File: src/rtl/rsq_pkg.sv
package rsq_pkg;

  typedef enum logic [4:0] {
    S_IDLE,
    S_PRI_WR,
    S_MISC_RD0, S_MISC_WR0, S_POLL0,
    S_DLC_RD0,  S_DLC_WR0,  S_DLC_RD1, S_DLC_WR1, S_DLCFG_WR,
    S_MISC_RD1, S_MISC_WR1, S_POLL1,
    S_MISC_RD2, S_MISC_WR2, S_POLL2,
    S_CRED_WR
  } rsq_state_e;

  localparam logic [1:0] FENCE_SET  = 2'b11;
  localparam logic [1:0] FENCE_HALF = 2'b10;
  localparam logic [1:0] FENCE_OFF  = 2'b00;

  // big-endian bit numbering to little-endian masks
  function automatic logic [63:0] be64(input int n);
    be64 = 64'd1 << (63 - n);
  endfunction

  function automatic logic [31:0] be32(input int n);
    be32 = 32'd1 << (31 - n);
  endfunction

endpackage

File: src/rtl/rsq_bus_master.sv
module rsq_bus_master #(
  parameter int AW = 8
) (
  input  logic          clk_i,
  input  logic          rst_ni,
  input  logic          issue_i,
  input  logic          we_i,
  input  logic          wide_i,
  input  logic [AW-1:0] addr_i,
  input  logic [63:0]   wdata_i,
  output logic          req_o,
  output logic          we_o,
  output logic          wide_o,
  output logic [AW-1:0] addr_o,
  output logic [63:0]   wdata_o,
  input  logic          ack_i,
  output logic          xfer_done_o
);

  always_ff @(posedge clk_i or negedge rst_ni) begin
    if (!rst_ni) begin
      req_o   <= 1'b0;
      we_o    <= 1'b0;
      wide_o  <= 1'b0;
      addr_o  <= '0;
      wdata_o <= '0;
    end else if (issue_i) begin
      req_o   <= 1'b1;
      we_o    <= we_i;
      wide_o  <= wide_i;
      addr_o  <= addr_i;
      wdata_o <= wdata_i;
    end else if (req_o && ack_i) begin
      req_o   <= 1'b0;
    end
  end

  assign xfer_done_o = req_o & ack_i;

endmodule

File: src/rtl/rsq_poll_timer.sv
module rsq_poll_timer #(
  parameter int POLL_MAX = 4096
) (
  input  logic clk_i,
  input  logic rst_ni,
  input  logic clr_i,
  input  logic tick_i,
  output logic last_o
);

  localparam int CW = (POLL_MAX > 2) ? $clog2(POLL_MAX) : 1;

  logic [CW-1:0] cnt_q;

  always_ff @(posedge clk_i or negedge rst_ni) begin
    if (!rst_ni)     cnt_q <= '0;
    else if (clr_i)  cnt_q <= '0;
    else if (tick_i) cnt_q <= cnt_q + 1'b1;
  end

  // current read is the last one allowed
  assign last_o = (cnt_q == CW'(POLL_MAX - 1));

endmodule

File: src/rtl/rsq_seq_fsm.sv
module rsq_seq_fsm
  import rsq_pkg::*;
#(
  parameter int          AW         = 8,
  parameter int          IDX_W      = 4,
  parameter logic [AW-1:0] PRI_ADDR   = 8'h10,
  parameter logic [AW-1:0] MISC_ADDR  = 8'h20,
  parameter logic [AW-1:0] FENCE_ADDR = 8'h28,
  parameter logic [AW-1:0] DLC_ADDR   = 8'h30,
  parameter logic [AW-1:0] DLCFG_ADDR = 8'h34,
  parameter logic [AW-1:0] CRED_ADDR  = 8'h40,
  parameter logic [63:0]   CRED_VAL   = 64'h0200_0000_0000_0000
) (
  input  logic             clk_i,
  input  logic             rst_ni,
  input  logic             start_i,
  input  logic [IDX_W-1:0] dev_idx_i,
  input  logic             xfer_done_i,
  input  logic [63:0]      rdata_i,
  input  logic             poll_last_i,
  output logic             issue_o,
  output logic             op_we_o,
  output logic             op_wide_o,
  output logic [AW-1:0]    op_addr_o,
  output logic [63:0]      op_wdata_o,
  output logic             poll_clr_o,
  output logic             poll_tick_o,
  output logic             busy_o,
  output logic             done_o,
  output logic             fail_o
);

  localparam logic [63:0] NTL_BOTH  = be64(8) | be64(9);
  localparam logic [63:0] NTL_B9    = be64(9);
  localparam logic [31:0] DL_BOTH   = be32(0) | be32(1);
  localparam logic [31:0] DLCFG_VAL = be32(0);

  rsq_state_e       state_q, step_next;
  logic             pend_q;
  logic [63:0]      rd_q;
  logic [IDX_W-1:0] dev_q;
  logic             done_q, fail_q;
  logic             is_poll, match;
  logic [1:0]       poll_code;
  logic [IDX_W-1:0] dev_rem;

  assign dev_rem = dev_q % IDX_W'(3);

  always_comb begin
    step_next = S_IDLE;
    is_poll   = 1'b0;
    poll_code = FENCE_OFF;
    case (state_q)
      S_PRI_WR:   step_next = S_MISC_RD0;
      S_MISC_RD0: step_next = S_MISC_WR0;
      S_MISC_WR0: step_next = S_POLL0;
      S_POLL0:    begin step_next = S_DLC_RD0;  is_poll = 1'b1; poll_code = FENCE_SET;  end
      S_DLC_RD0:  step_next = S_DLC_WR0;
      S_DLC_WR0:  step_next = S_DLC_RD1;
      S_DLC_RD1:  step_next = S_DLC_WR1;
      S_DLC_WR1:  step_next = S_DLCFG_WR;
      S_DLCFG_WR: step_next = S_MISC_RD1;
      S_MISC_RD1: step_next = S_MISC_WR1;
      S_MISC_WR1: step_next = S_POLL1;
      S_POLL1:    begin step_next = S_MISC_RD2; is_poll = 1'b1; poll_code = FENCE_HALF; end
      S_MISC_RD2: step_next = S_MISC_WR2;
      S_MISC_WR2: step_next = S_POLL2;
      S_POLL2:    begin step_next = S_CRED_WR;  is_poll = 1'b1; poll_code = FENCE_OFF;  end
      default:    step_next = S_IDLE;
    endcase
  end

  always_comb begin
    op_we_o    = 1'b0;
    op_wide_o  = 1'b1;
    op_addr_o  = MISC_ADDR;
    op_wdata_o = '0;
    case (state_q)
      S_PRI_WR: begin
        op_we_o    = 1'b1;
        op_addr_o  = PRI_ADDR;
        op_wdata_o = {dev_rem[1:0], 62'd0};
      end
      S_MISC_WR0: begin op_we_o = 1'b1; op_wdata_o = rd_q | NTL_BOTH;  end
      S_MISC_WR1: begin op_we_o = 1'b1; op_wdata_o = rd_q & ~NTL_B9;   end
      S_MISC_WR2: begin op_we_o = 1'b1; op_wdata_o = rd_q & ~NTL_BOTH; end
      S_POLL0, S_POLL1, S_POLL2: op_addr_o = FENCE_ADDR;
      S_DLC_RD0, S_DLC_RD1: begin op_wide_o = 1'b0; op_addr_o = DLC_ADDR; end
      S_DLC_WR0: begin
        op_we_o = 1'b1; op_wide_o = 1'b0; op_addr_o = DLC_ADDR;
        op_wdata_o = {32'd0, rd_q[31:0] | DL_BOTH};
      end
      S_DLC_WR1: begin
        op_we_o = 1'b1; op_wide_o = 1'b0; op_addr_o = DLC_ADDR;
        op_wdata_o = {32'd0, rd_q[31:0] & ~DL_BOTH};
      end
      S_DLCFG_WR: begin
        op_we_o = 1'b1; op_wide_o = 1'b0; op_addr_o = DLCFG_ADDR;
        op_wdata_o = {32'd0, DLCFG_VAL};
      end
      S_CRED_WR: begin
        op_we_o = 1'b1; op_addr_o = CRED_ADDR; op_wdata_o = CRED_VAL;
      end
      default: ;
    endcase
  end

  assign match       = (rdata_i[63:62] == poll_code);
  assign issue_o     = (state_q != S_IDLE) && !pend_q;
  assign poll_clr_o  = !is_poll;
  assign poll_tick_o = is_poll && xfer_done_i && !match;

  always_ff @(posedge clk_i or negedge rst_ni) begin
    if (!rst_ni) begin
      state_q <= S_IDLE;
      pend_q  <= 1'b0;
      rd_q    <= '0;
      dev_q   <= '0;
      done_q  <= 1'b0;
      fail_q  <= 1'b0;
    end else if (state_q == S_IDLE) begin
      if (start_i) begin
        state_q <= S_PRI_WR;
        pend_q  <= 1'b0;
        dev_q   <= dev_idx_i;
        done_q  <= 1'b0;
        fail_q  <= 1'b0;
      end
    end else if (xfer_done_i) begin
      pend_q <= 1'b0;
      rd_q   <= op_wide_o ? rdata_i : {32'd0, rdata_i[31:0]};
      if (is_poll && !match) begin
        if (poll_last_i) begin
          state_q <= S_IDLE;
          fail_q  <= 1'b1;
        end
      end else begin
        state_q <= step_next;
        if (state_q == S_CRED_WR) done_q <= 1'b1;
      end
    end else if (issue_o) begin
      pend_q <= 1'b1;
    end
  end

  assign busy_o = (state_q != S_IDLE);
  assign done_o = done_q;
  assign fail_o = fail_q;

endmodule

File: src/rtl/link_rst_seq.sv
module link_rst_seq #(
  parameter int            AW         = 8,
  parameter int            IDX_W      = 4,
  parameter int            POLL_MAX   = 4096,
  parameter logic [AW-1:0] PRI_ADDR   = 8'h10,
  parameter logic [AW-1:0] MISC_ADDR  = 8'h20,
  parameter logic [AW-1:0] FENCE_ADDR = 8'h28,
  parameter logic [AW-1:0] DLC_ADDR   = 8'h30,
  parameter logic [AW-1:0] DLCFG_ADDR = 8'h34,
  parameter logic [AW-1:0] CRED_ADDR  = 8'h40,
  parameter logic [63:0]   CRED_VAL   = 64'h0200_0000_0000_0000
) (
  input  logic             clk_i,
  input  logic             rst_ni,
  input  logic             start_i,
  input  logic [IDX_W-1:0] dev_idx_i,
  output logic             req_o,
  output logic             we_o,
  output logic             wide_o,
  output logic [AW-1:0]    addr_o,
  output logic [63:0]      wdata_o,
  input  logic             ack_i,
  input  logic [63:0]      rdata_i,
  output logic             busy_o,
  output logic             done_o,
  output logic             fail_o
);

  logic          issue, op_we, op_wide, xfer_done;
  logic [AW-1:0] op_addr;
  logic [63:0]   op_wdata;
  logic          poll_clr, poll_tick, poll_last;

  rsq_seq_fsm #(
    .AW(AW), .IDX_W(IDX_W),
    .PRI_ADDR(PRI_ADDR), .MISC_ADDR(MISC_ADDR), .FENCE_ADDR(FENCE_ADDR),
    .DLC_ADDR(DLC_ADDR), .DLCFG_ADDR(DLCFG_ADDR), .CRED_ADDR(CRED_ADDR),
    .CRED_VAL(CRED_VAL)
  ) i_fsm (
    .clk_i, .rst_ni, .start_i, .dev_idx_i,
    .xfer_done_i (xfer_done),
    .rdata_i,
    .poll_last_i (poll_last),
    .issue_o     (issue),
    .op_we_o     (op_we),
    .op_wide_o   (op_wide),
    .op_addr_o   (op_addr),
    .op_wdata_o  (op_wdata),
    .poll_clr_o  (poll_clr),
    .poll_tick_o (poll_tick),
    .busy_o, .done_o, .fail_o
  );

  rsq_bus_master #(.AW(AW)) i_bus (
    .clk_i, .rst_ni,
    .issue_i (issue),
    .we_i    (op_we),
    .wide_i  (op_wide),
    .addr_i  (op_addr),
    .wdata_i (op_wdata),
    .req_o, .we_o, .wide_o, .addr_o, .wdata_o,
    .ack_i,
    .xfer_done_o (xfer_done)
  );

  rsq_poll_timer #(.POLL_MAX(POLL_MAX)) i_poll (
    .clk_i, .rst_ni,
    .clr_i  (poll_clr),
    .tick_i (poll_tick),
    .last_o (poll_last)
  );

endmodule

File: config.mk
export PLATFORM = sky130hd
export DESIGN_NAME = link_rst_seq
export DESIGN_NICKNAME = d
export VERILOG_FILES = /design/src/rtl/rsq_pkg.sv /design/src/rtl/rsq_bus_master.sv /design/src/rtl/rsq_poll_timer.sv /design/src/rtl/rsq_seq_fsm.sv /design/src/rtl/link_rst_seq.sv
export SDC_FILE = /design/constraint.sdc
export NUM_CORES = 1
export LEC_CHECK = 0
export ABC_AREA = 1
export CORE_UTILIZATION = 35
export DETAILED_ROUTE_END_ITERATION = 8
export DONT_BUFFER_PORTS = 1
export PLACE_DENSITY = 0.56
export SLEW_MARGIN = 20
export SYNTH_ARGS = -nofsm -noshare
export SYNTH_HDL_FRONTEND = slang
export SYNTH_SLANG_ARGS = --single-unit
File: constraint.sdc
create_clock -name clk_i -period 2.2 [get_ports clk_i]
set_input_delay 0.11 -clock clk_i [delete_from_list [all_inputs] [get_ports clk_i]]
set_output_delay 0.11 -clock clk_i [all_outputs]
set_load 0.01 [all_outputs]
**Word level (Yosys, flattened, before mapping)**

Cells that the tools add are included.

- $add $sub $neg: 1
- Divide/modulo/power cells: 1
- Equality and inequality tests: 22
- Muxes and demuxes: 29
- Bitwise logic cells: 2
- Reduce and logical (&&, ||, !) cells: 25

Operators by type and width:

| operator | number |
|---|---|
| $pmux W64 S8 | 1 |
| $pmux W5 S15 | 1 |
| $mux W64 | 1 |
| $eq A5 B4 Y1 const B | 8 |
| $pmux W7 S5 | 1 |
| $mux W5 | 5 |
| $mux W12 | 2 |
| $eq A5 B3 Y1 const B | 4 |
| $mux W1 | 17 |
| $add A12 B1 Y12 const B | 1 |
| $eq A12 B12 Y1 const B | 1 |
| $eq A5 B2 Y1 const B | 2 |
| $reduce_bool A2 Y1 | 5 |
| $reduce_and A4 Y1 | 2 |
| $reduce_or A8 Y1 | 1 |
| $reduce_and A2 Y1 | 3 |
| $eq A5 B1 Y1 const B | 1 |
| $eq A5 B5 Y1 const B | 1 |
| $logic_and A1 B1 Y1 | 5 |
| $logic_not A5 Y1 | 1 |
| $reduce_bool A5 Y1 | 1 |
| $reduce_or A5 Y1 | 1 |
| $mod A4 B2 Y4 const B | 1 |
| $ne A2 B1 Y1 const B | 2 |
| 11 further kinds | 12 |

- Register bits: 163
- Bits of input ports: 72
- Output and inout port bits: 78
- Logic and storage cells: 92

**Depth between registers and ports, before layout**

Gate-level depths: netlist of the first run.

- Word-level depth: 8
- Mapped depth: 17
- Depth with buffers taken out: 17

**Cells and area by module**

From an unflattened synthesis of the first run, not the netlist that was laid out.

- Cells, all modules: 912
- Area, all modules: 7363.3 µm²

By module, submodules not included:

| module | times used | cells each | area an instance (µm²) | sequential area each (µm²) |
|---|---|---|---|---|
| rsq_seq_fsm | 1 | 510 | 3871.2 | 1876.8 |
| rsq_bus_master | 1 | 319 | 2822.7 | 1876.8 |
| rsq_poll_timer | 1 | 83 | 669.4 | 300.3 |

**Least setup slack after synthesis of the first run**

OpenSTA, ideal clock, no wires.

- Kind: flip-flop to flip-flop
- Start point: reg i_fsm.dev_q[3]
- End point: reg i_bus.wdata_o[63]
- Library setup time: 117 ps
- Arrival: 1663 ps
- Required time: 2083 ps
- Slack: 420 ps
- Stages on the path, launching flop included: 16
- Path buffers: 0
- Period minus slack after synthesis: 1780 ps
- Path through: dfrtp_1 nor2_1 ha_1 inv_1 ha_1 nand2_1 nand2_1 nand2_1 inv_1 ha_1 inv_1 nand2_1 nand3_1 nand2_1 nand2_1 nand2_1

- Cells in the longest elaborated chain, start to end: 2

Ends and longest elaborated chain:

| element | line | RTL |
|---|---|---|
| from (decl) | rsq_seq_fsm.sv:41 | `logic [IDX_W-1:0] dev_q;` |
| from (signal assigned) | rsq_seq_fsm.sv:125 | `dev_q <= dev_idx_i;` |
| $mod A4 B2 Y4 | rsq_seq_fsm.sv:47 | `assign dev_rem = dev_q % IDX_W'(3);` |
| $pmux W64 S8 | rsq_seq_fsm.sv:78 | `case (state_q)` |
| to (signal assigned) | rsq_bus_master.sv:32 | `wdata_o <= wdata_i;` |
| to (decl) | rsq_bus_master.sv:15 | `output logic [63:0] wdata_o,` |

No other way between the ends.
A chain may end at the register's enable or synchronous reset.

**Worst setup path in the final report of the first run**

Ends and elaborated chain as after synthesis.

==> results.sh, run 1 <==
export IMPL_outcome="finished with violations"
export IMPL_violations="negative hold slack"
export IMPL_grt_pass1_wl_um=28000
export IMPL_synthesis_instances=821
export IMPL_async_reset_ff_share_pct=100
export IMPL_timing_hold_ws_ns=-0.620
export IMPL_wirelength_um=17400
export IMPL_die_h_um=143
export IMPL_fp_row_count=51
export IMPL_routedWlPerCell_um=15.0
export IMPL_vias=5473
export IMPL_tightest_slew_ns=0.809
export IMPL_cpMostUsedCell="nand2_1"
export IMPL_grtUsageTotal_pct=17.8
export IMPL_fin_crit_ns=1.98
export IMPL_drv_cap=0
export IMPL_setup_viol=0
export IMPL_diodes=0
export IMPL_htree_num_levels=4
export IMPL_fin_skew_ns=0.00908
export IMPL_cts_sinks=159
export IMPL_synth_edff_count=0
export IMPL_fin_crit_sh_pct=90.1
export IMPL_ir_worst_vdd_mv=0.792
export IMPL_crit_arrival_ns=2.34
export IMPL_ys_ff_latch=159
export IMPL_final_cell_area_mm2=0.00842
export IMPL_io_buffer_count=0
export IMPL_avgSynthCellArea_um2=8.50
export IMPL_path_buf_inv=3
export IMPL_gp_congestion=0.857
export IMPL_worst_setup_path_end_kind="flop"
export IMPL_seqCellArea_mm2=0.00398
export IMPL_multi_input_area_mm2=0.00258
export IMPL_cts_tree="yes"
export IMPL_critical_path_top_delay_family="simple AND/OR/NAND/NOR gates"
export IMPL_seq_area_frac_synth_pct=57.0
export IMPL_syn_to_final_growth_pct=20.6
export IMPL_cp_max_fo=4
export IMPL_leakagePower_uw=0.00412
export IMPL_start_util_pct=35.7
export IMPL_route_detailed_drc=0
export IMPL_clk_pin_slew_worst_paths_ns=0.06
export IMPL_crit_chain="nor2_2 -> ha_1 -> inv_1 -> ha_1 -> nand2_2 -> nand2_1 -> nand2_1 -> inv_1 -> ha_1 -> inv_1 -> nand3_1 -> nand2_1 -> nand3_1 -> nand2_1 -> nand2_1 -> nand2_1"
export IMPL_root_buffer="clkbuf_16"
export IMPL_max_freq_mhz=505
export IMPL_power_density_mw_per_mm2=1350
export IMPL_boundaryPins=150
export IMPL_syn_cell_area_mm2=0.00698
export IMPL_path_class="reg -> reg"
export IMPL_dieArea_mm2=0.0205
export IMPL_dp_hpwl_um=10500
export IMPL_ys_flop_type="dfrtp_1"
export IMPL_fin_nets=956
export IMPL_clock_latency_ns=0.42
export IMPL_grt_pass1_vias=5286
export IMPL_clock_path_buffers=2
export IMPL_core_mm2=0.0195
export IMPL_slew_viol_final=0
export IMPL_ys_types=34
export IMPL_postPlaceCellArea_mm2=0.00718
export IMPL_drtAntennaViolNets=0
export IMPL_drt_first_pass_iters=4
export IMPL_grt_antenna_before_repair=0
export IMPL_slew_headroom_pct=46.1
export IMPL_viasPerCell=4.73
export IMPL_critical_path_max_stage_delay_ns=0.40
export IMPL_grt_max_degree=160
export IMPL_yosys_warnings=0
export IMPL_timing_final_hold_violations=159
export IMPL_cts_buffers=17
export IMPL_hold_buffers=69
export IMPL_die_x_um=143
export IMPL_overflow=0
export IMPL_cp_required_ns=2.56
export IMPL_cp_start_kind="flop"
export IMPL_drtIter0Drc=290
export IMPL_nFillCells=2023
export IMPL_crit_path_top_delay_cell="dfrtp_1"
export IMPL_hp_class="in -> async"
export IMPL_drive_above_1_share_pct=7.28
## final cells by class
type | count | share of cell area (%)
clock buffers | 19 | 5.38
clock inverters | 13 | 1.07
inverters | 44 | 1.99
multi-input cells | 579 | 30.6
flip-flops and latches | 159 | 47.3
well taps | 265 | 3.94
repair buffers | 79 | 9.69
## timing repair
item / CTS / global route
setup endpoints to repair: 0 / 2
resized for setup: 0 / 2
setup buffers: 0 / 0
endpoints found under the hold margin: 228 / 159
## metrics by stage
| stage | setup WS (ns) | setup TNS (ns) | utilization [%] | power (uW) | std cells |
|---|---|---|---|---|---|
| floorplan | 0.420 | 0 | - | 7630 | 823 |
| global placement | 0.287 | 0 | 36.8 | 8520 | 1057 |
| detailed placement | 0.198 | 0 | 36.8 | 8610 | 1057 |
| CTS | 0.189 | 0 | 43.1 | 11500 | 1158 |
| global route | -0.00272 | -0.00272 | 43.1 | 12300 | 1158 |
| finish | 0.219 | 0 | 43.1 | 11300 | 1158 |
## layout by cell type, fill, tap and decap left out, types with 2 or more instances in the layout
master | Yosys | layout
o22ai_1 | 5 | 5
nor2_1 | 33 | 32
nor3_1 | 3 | 3
o21ai_0 | 41 | 41
nand2_4 | 2 | 2
dlygate4sd3_1 | 0 | 69
o31ai_1 | 7 | 7
xnor2_1 | 3 | 3
ha_1 | 4 | 4
nor2_2 | 2 | 3
buf_12 | 0 | 4
a21oi_1 | 5 | 5
inv_2 | 6 | 6
buf_4 | 9 | 6
a31oi_1 | 3 | 3
inv_1 | 37 | 37
clkinvlp_4 | 0 | 4
nand3_1 | 53 | 53
clkbuf_8 | 0 | 2
inv_6 | 0 | 2
clkinv_4 | 0 | 2
nand4_1 | 2 | 2
clkbuf_16 | 0 | 17
o21ai_1 | 31 | 31
xor2_1 | 6 | 6
nand2_2 | 7 | 8
dfrtp_1 | 159 | 159
nand3b_1 | 4 | 4
clkinv_2 | 0 | 5
nand2_1 | 358 | 357
conb_1 | 1 | 3
## layer usage
layer  track usage [%]  part of all wire (%)  vias up
li1                  -                     -     2709
met1              22.9                    45     2633
met2              28.8                    49      114
met3              4.43                   4.8       17
met4              6.27                   1.4        0
met5                 0                     0        -
## state kept, by name, summed over array words and instances, names as in the netlist
| signal | count |
|---|---|
| i_bus.addr_o | 5 |
| i_bus.wide_o | 1 |
| i_fsm.rd_q | 63 |
| i_bus.req_o | 1 |
| i_fsm.dev_q | 4 |
| i_bus.wdata_o | 64 |
| i_fsm.fail_o | 1 |
| i_fsm.pend_q | 1 |
| i_bus.we_o | 1 |
| i_fsm.state_q | 5 |
| i_fsm.done_o | 1 |
| i_poll.cnt_q | 12 |
## kinds of logic after synthesis
| logic type | Yosys count | synth area share (%) |
|---|---|---|
| compound gates | 97 | 7.67 |
| fa+ha+maj | 4 | 0.717 |
| simple gates | 466 | 27.2 |
| xor+xnor | 9 | 1.13 |
| buf+inv | 85 | 6.22 |
| other cells | 1 | 0.0537 |
| flops | 159 | 57.0 |
## cell usage after synthesis (3+ instances only)
cell type	number	area, um^2
nand2_2	7	43.8
buf_2	21	105
nand3_1	53	265
nor3_1	3	15.0
o31ai_1	7	52.6
ha_1	4	50.1
o21ai_0	41	205
inv_2	6	22.5
dfrtp_1	159	3980
xnor2_1	3	26.3
nand3b_1	4	30.0
inv_1	37	139
clkbuf_1	4	15.0
nand2_1	358	1340
nor2_1	33	124
o22ai_1	5	31.3
buf_4	9	67.6
a21oi_1	5	25.0
a31oi_1	3	18.8
o21ai_1	31	155
buf_6	7	78.8
xor2_1	6	52.6
## path summary, 6_finish.rpt
kind | startpoint | end | slack, ns | cells past startpoint
worst min register to register | i_fsm.pend_q | i_bus.addr_o[6] | 0.48 | 1
max in group asynchronous | rst_ni | i_poll.cnt_q[8] | 2.53 | 0
worst max-delay path | i_fsm.dev_q[3] | i_bus.wdata_o[63] | 0.22 | 16
min in group clk_i | ack_i | i_fsm.rd_q[41] | 0.15 | 5
worst max register to register | i_fsm.dev_q[3] | i_bus.wdata_o[63] | 0.22 | 16
worst min-delay path | rst_ni | i_fsm.rd_q[39] | -0.62 | 0
## report_power, final
part	total (uW)	switching, uW	internal (uW)
logic	3700	2470	1230
registers	4910	921	3990
clock network	2720	1220	1500
(Power assumes the default switching activity.)
==> inputs of run 2 (changes only) <==
- CAP_MARGIN: unset -> 20
- PLACE_DENSITY: 0.56 -> unset
- PLACE_DENSITY_LB_ADDON: unset -> 0.08
==> results.sh, run 2 (synthesis gave the netlist of run 1 again) <==
export IMPL_final_cell_area_mm2=0.00851
export IMPL_drt_met1_wl_um=7960
export IMPL_slew_viol_final=0
export IMPL_cts_sinks=159
export IMPL_critical_path_max_stage_delay_ns=0.43
export IMPL_grt_max_degree=160
export IMPL_postPlaceCellArea_mm2=0.00717
export IMPL_most_common_layout_cells="nand2_1 (357), dfrtp_1 (159), dlygate4sd3_1 (69)"
export IMPL_core_mm2=0.0195
export IMPL_grt_antenna_before_repair=0
export IMPL_violations="negative hold slack"
export IMPL_r2r_slack_ns=0.21
export IMPL_power_density_mw_per_mm2=1390
export IMPL_diodes=0
export IMPL_rsz0062_at_grt="false"
export IMPL_nFillCells=1948
export IMPL_io_buffer_count=0
export IMPL_route_met2_wl_um=7920
export IMPL_fin_crit_sh_pct=90.3
export IMPL_grt_pass1_vias=5278
export IMPL_leakagePower_uw=0.00416
export IMPL_fin_cells=1154
export IMPL_critical_path_top_delay_family="simple AND/OR/NAND/NOR gates"
export IMPL_path_buf_inv=2
export IMPL_worst_setup_path_end_kind="flop"
export IMPL_slew_headroom_pct=51.2
export IMPL_drt_first_pass_iters=4
export IMPL_multi_input_area_mm2=0.00258
export IMPL_drive_above_1_share_pct=6.86
export IMPL_start_util_pct=35.7
export IMPL_boundaryPins=150
export IMPL_layout_commonest_cell="nand2_1"
export IMPL_fin_crit_ns=1.99
export IMPL_routedWlPerCell_um=14.9
export IMPL_tightest_slew_ns=0.732
export IMPL_dp_cells=1056
export IMPL_crit_chain="inv_1 -> nand2_1 -> nor2_2 -> nand2_1 -> nand2_2 -> buf_4 -> o21ai_0 -> a31oi_1"
export IMPL_dp_hpwl_um=10700
export IMPL_viasPerCell=4.65
export IMPL_seqCellArea_mm2=0.00398
export IMPL_fp_row_count=51
export IMPL_fin_skew_ns=0.00864
export IMPL_dieArea_mm2=0.0205
export IMPL_wirelength_um=17100
export IMPL_top_regs="i_bus.wdata_o x64, i_fsm.rd_q x63, i_poll.cnt_q x12"
export IMPL_cts_buffers=17
export IMPL_max_freq_mhz=503
export IMPL_clock_latency_ns=0.42
export IMPL_hp_class="in -> async"
export IMPL_gp_congestion=0.844
export IMPL_clk_pin_slew_worst_paths_ns=0.06
export IMPL_crit_path_top_delay_cell="dfrtp_1"
export IMPL_cts_tree="yes"
export IMPL_clock_path_buffers=2
export IMPL_route_detailed_drc=0
export IMPL_outcome="finished with violations"
export IMPL_root_buffer="clkbuf_16"
export IMPL_setup_viol=0
export IMPL_wl_met3_um=1110
export IMPL_regMostFlops="i_bus.wdata_o"
export IMPL_htree_num_levels=4
export IMPL_fin_nets=955
export IMPL_cts_setup_buffers=0
export IMPL_path_class="reg -> reg"
export IMPL_hold_buffers=69
export IMPL_drtIter0Drc=262
export IMPL_cpMostUsedCell="nand2_1"
export IMPL_overflow=0
export IMPL_setup_tns_ns=0
export IMPL_drtAntennaViolNets=0
export IMPL_largest_register_ffs=64
export IMPL_ir_worst_vdd_mv=0.616
export IMPL_cp_max_fo=25
export IMPL_crit_arrival_ns=2.32
export IMPL_timing_final_hold_violations=159
export IMPL_timing_hold_ws_ns=-0.609
export IMPL_drv_cap=0
export IMPL_cp_start_kind="flop"
export IMPL_die_h_um=143
export IMPL_grt_pass1_wl_um=27800
export IMPL_highest_layer="met4"
export IMPL_vias=5365
export IMPL_die_x_um=143
export IMPL_grtUsageTotal_pct=17.7
export IMPL_cp_required_ns=2.53
export IMPL_syn_to_final_growth_pct=21.9
run 2: cell count changes in the layout (fill, tap and decap cells not counted):
| cell | delta |
|---|---|
| bufinv_16 | +5 |
| clkbuf_1 | +1 |
| ha_2 | +1 |
| buf_4 | -1 |
| clkinvlp_4 | -2 |
| clkinv_2 | -5 |
| inv_6 | -1 |
| clkinv_4 | -1 |
| ha_1 | -1 |
run 2: timing repair:
item	in CTS	in global routing
endpoints found under the hold margin	229	159
resized for setup	0	3
setup endpoints to repair	0	2
run 2: power breakdown:
part           leakage, uW  internal (uW)  switching, uW
Combinational      0.00177           1220           2440
Sequential         0.00209           3990            912
Clock             0.000305           2060           1170
run 2: final timing paths:
check | from | end | depth (start not counted)
min in group clk_i | rdata_i[63] | i_poll.cnt_q[6] | 5
min | rst_ni | i_bus.wdata_o[5] | 0
max | i_fsm.state_q[4] | i_bus.wdata_o[57] | 8
min reg2reg | i_fsm.pend_q | i_bus.addr_o[6] | 1
max reg2reg | i_fsm.state_q[4] | i_bus.wdata_o[57] | 8
max in group asynchronous | rst_ni | i_fsm.rd_q[57] | 0
run 2: final cells by class:
class / count / area share (%)
inverter: 44 / 1.97
clock inverter: 9 / 2.15
timing repair buffer: 78 / 9.50
tap: 265 / 3.90
clock buffer: 20 / 5.37
sequential: 159 / 46.8
multi-input combinational: 579 / 30.3
run 2: stage by stage:
stage                     utilization [%]  hold WS (ns)  power [uW]  worst slack (ns)
after global routing                 43.6        -0.639       12700            0.0133
after CTS                            43.5        -0.630       12000             0.190
after floorplan                         -        -0.186        7630             0.420
after global placement               36.7        -0.179        8500             0.278
after detailed placement             36.7        -0.180        8570             0.212
final                                43.6        -0.609       11800             0.212
run 2: per-layer routing:
metal  up-vias  global-route usage (%)
met5         -                       0
met4         0                    5.21
met3         8                    5.47
met2       125                    28.7
met1      2530                    22.7
li1       2702                       -
